--- src/rtl/fpu_status_pkg.sv ---
package fpu_status_pkg;
  localparam int DATA_W    = 32;
  localparam int EXC_W     = 5;
  localparam int CAUSE_W   = EXC_W + 1;
  localparam int RM_W      = 2;
  localparam int RM_LSB    = 0;
  localparam int FLAG_LSB  = RM_LSB + RM_W;
  localparam int EN_LSB    = FLAG_LSB + EXC_W;
  localparam int CAUSE_LSB = EN_LSB + EXC_W;
  localparam int CAUSE_MSB = CAUSE_LSB + CAUSE_W - 1;

  typedef enum logic [RM_W-1:0] {
    RM_NEAREST = 2'b00,
    RM_ZERO    = 2'b01,
    RM_RSVD_A  = 2'b10,
    RM_RSVD_B  = 2'b11
  } rmode_e;
endpackage

--- src/rtl/fpu_cause_reg.sv ---
module fpu_cause_reg
  import fpu_status_pkg::*;
#(
  parameter int W = CAUSE_W
) (
  input  logic         clk_i,
  input  logic         rst_ni,
  input  logic         wr_en_i,
  input  logic [W-1:0] wr_val_i,
  input  logic         op_start_i,
  input  logic [W-1:0] exc_i,
  output logic [W-1:0] cause_o
);
  logic [W-1:0] cause_q, base, cause_d;

  // priority: sw write < op clear < new event
  always_comb begin
    base = wr_en_i ? wr_val_i : cause_q;
    if (op_start_i) base = '0;
    cause_d = base | exc_i;
  end

  always_ff @(posedge clk_i or negedge rst_ni) begin
    if (!rst_ni) cause_q <= '0;
    else         cause_q <= cause_d;
  end

  assign cause_o = cause_q;

  AST_OP_CLEARS: assert property (@(posedge clk_i) disable iff (!rst_ni)
    (op_start_i && exc_i == '0) |=> cause_q == '0);
  AST_EXC_SETS: assert property (@(posedge clk_i) disable iff (!rst_ni)
    (exc_i != '0) |=> (cause_q & $past(exc_i)) == $past(exc_i));
endmodule

--- src/rtl/fpu_flag_reg.sv ---
module fpu_flag_reg
  import fpu_status_pkg::*;
#(
  parameter int W = EXC_W
) (
  input  logic         clk_i,
  input  logic         rst_ni,
  input  logic         wr_en_i,
  input  logic [W-1:0] wr_val_i,
  input  logic [W-1:0] exc_i,
  output logic [W-1:0] flag_o
);
  logic [W-1:0] flag_q;

  for (genvar i = 0; i < W; i++) begin : g_bit
    always_ff @(posedge clk_i or negedge rst_ni) begin
      if (!rst_ni) flag_q[i] <= 1'b0;
      else         flag_q[i] <= (wr_en_i ? wr_val_i[i] : flag_q[i]) | exc_i[i];
    end
  end

  assign flag_o = flag_q;

  AST_FLAG_STICKY: assert property (@(posedge clk_i) disable iff (!rst_ni)
    !wr_en_i |=> (flag_q & $past(flag_q)) == $past(flag_q));
  AST_FLAG_WR_MERGE: assert property (@(posedge clk_i) disable iff (!rst_ni)
    wr_en_i |=> flag_q == ($past(wr_val_i) | $past(exc_i)));
endmodule

--- src/rtl/fpu_round_dec.sv ---
module fpu_round_dec
  import fpu_status_pkg::*;
(
  input  logic            clk_i,
  input  logic            rst_ni,
  input  logic            wr_en_i,
  input  logic [RM_W-1:0] wr_val_i,
  output logic [RM_W-1:0] rm_o,
  output logic            rnd_zero_o
);
  rmode_e rm_q;

  always_ff @(posedge clk_i or negedge rst_ni) begin
    if (!rst_ni)      rm_q <= RM_NEAREST;
    else if (wr_en_i) rm_q <= rmode_e'(wr_val_i);
  end

  assign rm_o = rm_q;
  // reserved codes behave as round to zero
  assign rnd_zero_o = (rm_q != RM_NEAREST);

  AST_RM_HOLD: assert property (@(posedge clk_i) disable iff (!rst_ni)
    !wr_en_i |=> $stable(rm_o));
endmodule

--- src/rtl/fpu_status_reg.sv ---
module fpu_status_reg
  import fpu_status_pkg::*;
(
  input  logic              clk_i,
  input  logic              rst_ni,
  input  logic              wr_en_i,
  input  logic [DATA_W-1:0] wr_data_i,
  output logic [DATA_W-1:0] rd_data_o,
  input  logic              op_start_i,
  input  logic [CAUSE_W-1:0] exc_i,
  output logic              rnd_zero_o,
  output logic              trap_o
);
  logic [CAUSE_W-1:0] cause;
  logic [EXC_W-1:0]   flag, en_q;
  logic [RM_W-1:0]    rm;
  logic               unused_wr_hi;

  assign unused_wr_hi = ^wr_data_i[DATA_W-1:CAUSE_MSB+1];

  fpu_cause_reg #(.W(CAUSE_W)) u_cause (
    .clk_i, .rst_ni, .wr_en_i,
    .wr_val_i  (wr_data_i[CAUSE_MSB:CAUSE_LSB]),
    .op_start_i,
    .exc_i,
    .cause_o   (cause)
  );

  fpu_flag_reg #(.W(EXC_W)) u_flag (
    .clk_i, .rst_ni, .wr_en_i,
    .wr_val_i (wr_data_i[FLAG_LSB+EXC_W-1:FLAG_LSB]),
    .exc_i    (exc_i[EXC_W-1:0]),
    .flag_o   (flag)
  );

  fpu_round_dec u_rm (
    .clk_i, .rst_ni, .wr_en_i,
    .wr_val_i   (wr_data_i[RM_LSB+RM_W-1:RM_LSB]),
    .rm_o       (rm),
    .rnd_zero_o
  );

  always_ff @(posedge clk_i or negedge rst_ni) begin
    if (!rst_ni)      en_q <= '0;
    else if (wr_en_i) en_q <= wr_data_i[EN_LSB+EXC_W-1:EN_LSB];
  end

  always_comb begin
    rd_data_o = '0;
    rd_data_o[CAUSE_MSB:CAUSE_LSB]         = cause;
    rd_data_o[EN_LSB+EXC_W-1:EN_LSB]       = en_q;
    rd_data_o[FLAG_LSB+EXC_W-1:FLAG_LSB]   = flag;
    rd_data_o[RM_LSB+RM_W-1:RM_LSB]        = rm;
  end

  // FPU-error cause is non-maskable
  assign trap_o = (|(cause[EXC_W-1:0] & en_q)) | cause[CAUSE_W-1];

  AST_ERR_TRAPS: assert property (@(posedge clk_i) disable iff (!rst_ni)
    (exc_i[CAUSE_W-1]) |=> trap_o);
  AST_HI_ZERO: assert property (@(posedge clk_i) disable iff (!rst_ni)
    rd_data_o[DATA_W-1:CAUSE_MSB+1] == '0);
endmodule

--- config.mk ---
export PLATFORM = sky130hd
export DESIGN_NAME = fpu_status_reg
export DESIGN_NICKNAME = d
export VERILOG_FILES = /design/src/rtl/fpu_status_pkg.sv /design/src/rtl/fpu_cause_reg.sv /design/src/rtl/fpu_flag_reg.sv /design/src/rtl/fpu_round_dec.sv /design/src/rtl/fpu_status_reg.sv
export SDC_FILE = /design/constraint.sdc
export NUM_CORES = 1
export LEC_CHECK = 0
export BUFFER_PORTS_ARGS = -buffer_cell sky130_fd_sc_hd__buf_2
export CORE_ASPECT_RATIO = 1.5
export CORE_UTILIZATION = 37
export DETAILED_ROUTE_END_ITERATION = 12
export GPL_TIMING_DRIVEN = 0
export PLACE_DENSITY = 0.79
export SYNTH_ARGS = -nofsm -noshare
export SYNTH_HDL_FRONTEND = slang
export SYNTH_SLANG_ARGS = --single-unit
--- constraint.sdc ---
create_clock -name clk_i -period 1.2 [get_ports clk_i]
set_input_delay 0.12 -clock clk_i [delete_from_list [all_inputs] [get_ports clk_i]]
set_output_delay 0.12 -clock clk_i [all_outputs]
set_load 0.1 [all_outputs]
**Yosys cells after proc, flatten, opt, wreduce, memory -nomap -nowiden**

Index checks and enable logic that the tools add are counted.

- Input bits: 42
- Flip-flop bits (word level): 18
- Output and inout port bits: 34
- Bits in writable memories: 0
- ROM bits: 0
- Memories kept: 0
- Bits in latches: 0
- Logic and storage cells: 25

- Reductions and logical operators: 2
- $mul: 0
- Bitwise operators: 8
- Multiplexer cells: 7
- Div/mod/pow operators: 0
- Add/sub/neg operators: 0
- $lt $le $gt $ge: 0
- Equality and inequality tests: 0
- Shifts and indexed selects: 0

Operators by type and width:

| operator | count |
|---|---|
| 6-bit two-way mux | 2 |
| 1-bit bitwise OR | 6 |
| 6-bit bitwise OR | 1 |
| 5-bit AND | 1 |
| 1-bit two-way mux | 5 |
| 5-bit OR reduction | 1 |
| 2-bit nonzero test | 1 |

**Logic depth before layout (Yosys ltp)**

- Word-level depth: 3
- Gate-level depth with buffers: 4

**Modules after synthesis**

A second synthesis with hierarchy kept.

- Cells, all modules: 69
- Area total of the unflattened synthesis: 884.6 um^2

By module, submodules not included:

| module | instances | cells each | sequential area each (um^2) | area each (um^2) |
|---|---|---|---|---|
| fpu_status_reg | 1 | 29 | 125.1 | 315.3 |
| fpu_cause_reg | 1 | 19 | 150.1 | 266.5 |
| fpu_flag_reg | 1 | 16 | 125.1 | 224.0 |
| fpu_round_dec | 1 | 5 | 50.0 | 78.8 |

**Worst setup path after synthesis**

Ideal clock, no wire load.

- Path type: register -> output
- Start: register u_cause.cause_q[0], in the netlist u_cause.cause_o[0]
- End: output trap_o
- Cell stages (with the launch flop): 3
- Setup slack: -840 ps
- Path buffers: 0
- Arrival: 1,920 ps
- Path through: dfrtp_1 > a22oi_1 > nand3_1

- Word-level cells in the longest chain between the ends: 3

RTL lines:

| what | line | RTL |
|---|---|---|
| from (decl) | fpu_cause_reg.sv:14 | `logic [W-1:0] cause_q, base, cause_d;` |
| from (signal assigned) | fpu_cause_reg.sv:25 | `else cause_q <= cause_d;` |
| 5-bit AND | fpu_status_reg.sv:57 | `assign trap_o = (\|(cause[EXC_W-1:0] & en_q)) \| cause[CAUSE_W-1];` |
| 5-bit OR reduction | fpu_status_reg.sv:57 |  |
| 1-bit bitwise OR | fpu_status_reg.sv:57 |  |
| to (decl) | fpu_status_reg.sv:12 | `output logic trap_o` |

Every way passes these cells.

**Worst setup path in the final report**

- Start: register u_cause.cause_q[2], in the netlist u_cause.cause_o[2]
- End: output trap_o

Same word-level chain as after synthesis.

==> run_results.csv <==
group,metric,value,unit
worst_setup_path,r2r_cells,4,
run_status,run_status,"complete, but fails checks",
pwr,peakVddDrop,0.7083,mV
worst_setup_path,startpoint_type,"flop",
yosys,syn_inst,69,
place,place_congestion,0.7696,
worst_setup_path,worst_ep_required_time,1.08,ns
detailed_routing,route.detailed.wl_per_inst,13.11,um
worst_setup_path,slowest_delay,0.49,ns
cts,clockRootBuffer,"clkbuf_4",
detailed_routing,drtIter0Drc,14,
die,initial_utilization,0.3965,
detailed_routing,first_pass_iters,4,
detailed_routing,vias,741,
yosys,ys_top_cells_by_area,"dfrtp_1 (50%), buf_4 (12%), mux2_2 (8.8%)",
die,die_y,62.27,um
min_path,min_path_cells,2,
worst_setup_path,path_buf_inv,1,
yosys,syn_area_per_cell,12.98,sq um
yosys,synth_most_common_cell,"dfrtp_1",
die,num_rows,21,
worst_setup_path,critical_path_depth,3,
cts,cts.sinks,18,
die,die_area,0.002626,sq mm
pwr,powerDensity,1434,mW/mm^2
cts,cts_tree,"built",
grt,grt_pass1_wl,3381,um
worst_setup_path,crit_type,"reg -> out",
detailed_routing,drc,0,
min_path,hp-class,"in -> reg",
yosys,yosys_warnings,0,
worst_setup_path,slowest_stage,"dfrtp_4",
sta,fmax,695.7,MHz
grt,grtUsageTotal,0.1724,
worst_setup_path,critPathArrivalTime,1.32,ns
yosys,ys_seq_area_frac,0.5028,
yosys,synth-seq-cells,18,
detailed_routing,via_per_inst,4.631,
flow_run,drv_cap,0,
grt,gr-total-overflow,0,
worst_setup_path,crit_chain,"a22oi_2 > nand3_4 > buf_12",
sta,setup_viol,3,
cts,cts_made_buffers,3,
pwr,switching_share,0.4630,
pwr,power.switching,960.0,uW
sta,clock_skew,0,ns
sta,slew_violations,0,
yosys,async_flop_share,1.000,
detailed_routing,ant_nets,0,
sta,period_share,1.198,
cts,clk_path_buf_depth,2,
cts,path_clk_slew,0.10,ns
pwr,power.total,2.074,mW
cts,insertion_delay,0.30,ns
cts,htree_levels,1,
worst_setup_path,rrSetupSlack,0.16,ns
grt,grt_max_degree,19,
place,place_ws,-0.02993,ns
yosys,synthTopCellsByCount,"dfrtp_1 (18), buf_4 (14), mux2_2 (7)",
pwr,comb_power_share,0.468,
sta,fin_crit,1.437,ns
detailed_routing,wirelength,2098,um
grt,antenna_found_initial,0,
place,portBuffers,47,
worst_setup_path,end_kind,"output pin",
yosys,dominantRegCellSynth,"dfrtp_1",
pwr,p_int,1.114,mW
worst_setup_path,cp_top_family,"flip-flops",
worst_setup_path,crit_fanout,2,
cells_and_area,synthToLayoutAreaGrowth,61.45,%
sta,finalHoldViolCount,0,
yosys,synth_area_leader_cell,"dfrtp_1",
yosys,synth_edf_count,0,
die,fp.dieW,42.18,um
sta,setup_tns,-0.4330,ns
yosys,synth.cell_area,895.9,sq um
yosys,synth_top_area_frac,0.5028,
cells_and_area,final_nets,180,
place,dp_hpwl,1453,um
pwr,clockPowerShare,0.185,
die,num_io_pins,76,
run_status,failed_checks,"negative setup slack",
sta,grt_setup_unrepaired,"yes",
yosys,ys_types,15,
cells_and_area,antenna_cells,0,
cells_and_area,drive_gt1_frac,0.7591,
grt,grt_pass1_vias,710,
die,coreArea,0.002260,sq mm
pwr,seqPwrFrac,0.346,
pwr,p_leak,0.7139,nW
sta,setup_ws,-0.2375,ns
## cell type report
cell class	instances	area (sq um)
Buffer	16	136.4
Clock buffer	4	36.28
Fill cell	181	813.3
Multi-Input combinational cell	48	386.6
Sequential cell	18	495.5
Tap cell	23	28.78
Timing Repair Buffer	51	362.8
## stage by stage
stage	std cells	hold WS (ns)	util	cell area, sq um
global route	160	0.008359	0.6401	1446
detailed placement	152	0.07457	0.5659	1279
floorplan	82	-0.1756	-	1015
CTS	159	0.006508	0.6334	1431
global placement	152	0.06146	0.5659	1279
finish	160	0.01541	0.6401	1446
## placed cells by master (no fill, tap or decap)
cell           instances
nor2b_1                1
o21bai_1               6
buf_6                  3
nand3_4                1
and2b_4                4
a211o_1                5
dlygate4sd3_1          1
buf_2                 27
clkbuf_8               1
dfrtp_4                9
dfrtp_2                9
a21oi_2                1
mux2i_1                6
conb_1                14
buf_4                 32
a22oi_2                2
buf_12                 4
clkbuf_4               3
or2_4                  1
mux2_2                 7
## state kept, by name, summed over array words and instances (netlist names)
signal / cells
en_q: 5
u_cause.cause_o: 6
u_flag.flag_o: 5
u_rm.rm_o: 2
## power groups by stage
stage / sequential, mW / clock, mW / combinational (mW)
after CTS: 0.716 / 0.394 / 0.960
after floorplan: 1.10 / 0 / 0.384
after global routing: 0.726 / 0.422 / 0.999
after global placement: 0.722 / 0 / 0.887
final: 0.718 / 0.384 / 0.971
after detailed placement: 0.726 / 0 / 0.890
## repair_timing
item                                    4_1_cts  5_1_grt
pin swaps                                     1        1
setup buffers                                 2        1
resized for setup                            30        2
hold endpoints to repair                     18        0
hold buffers                                  1        0
endpoints found under the setup margin       20        4
## cell families (layout without fill, tap and decap cells)
group,count (synthesis),in the layout,synth area share
simple gates,7,7,0.06425
other cells,1,14,0.004186
buf+inv,16,71,0.1522
compound gates,14,14,0.1215
flops,18,18,0.5028
mux,13,13,0.1550
## worst register-to-register path: stages (launching register included)
cell,delay (ns)
dfrtp_4,0.49
buf_4,0.14
buf_6,0.11
mux2i_1,0.11
o21bai_1,0.08
## final timing paths
check,from,end
worst max-delay path,u_cause.cause_o[2],trap_o
worst min-delay path,exc_i[5],u_cause.cause_o[5]
worst max register to register,u_cause.cause_o[2],u_cause.cause_o[2]
worst min register to register,u_rm.rm_o[1],u_rm.rm_o[1]
max in group asynchronous,rst_ni,u_cause.cause_o[2]
min in group asynchronous,rst_ni,en_q[1]
## routing by layer
layer / routed length, um / GRT usage / vias to the layer above
li1: - / - / 351
met1: 843 / 0.2187 / 340
met2: 1039 / 0.2654 / 46
met3: 165 / 0.02326 / 4
met4: 50 / 0.1172 / 0
met5: 0 / 0 / -
Power figures use the tool's default switching activity.
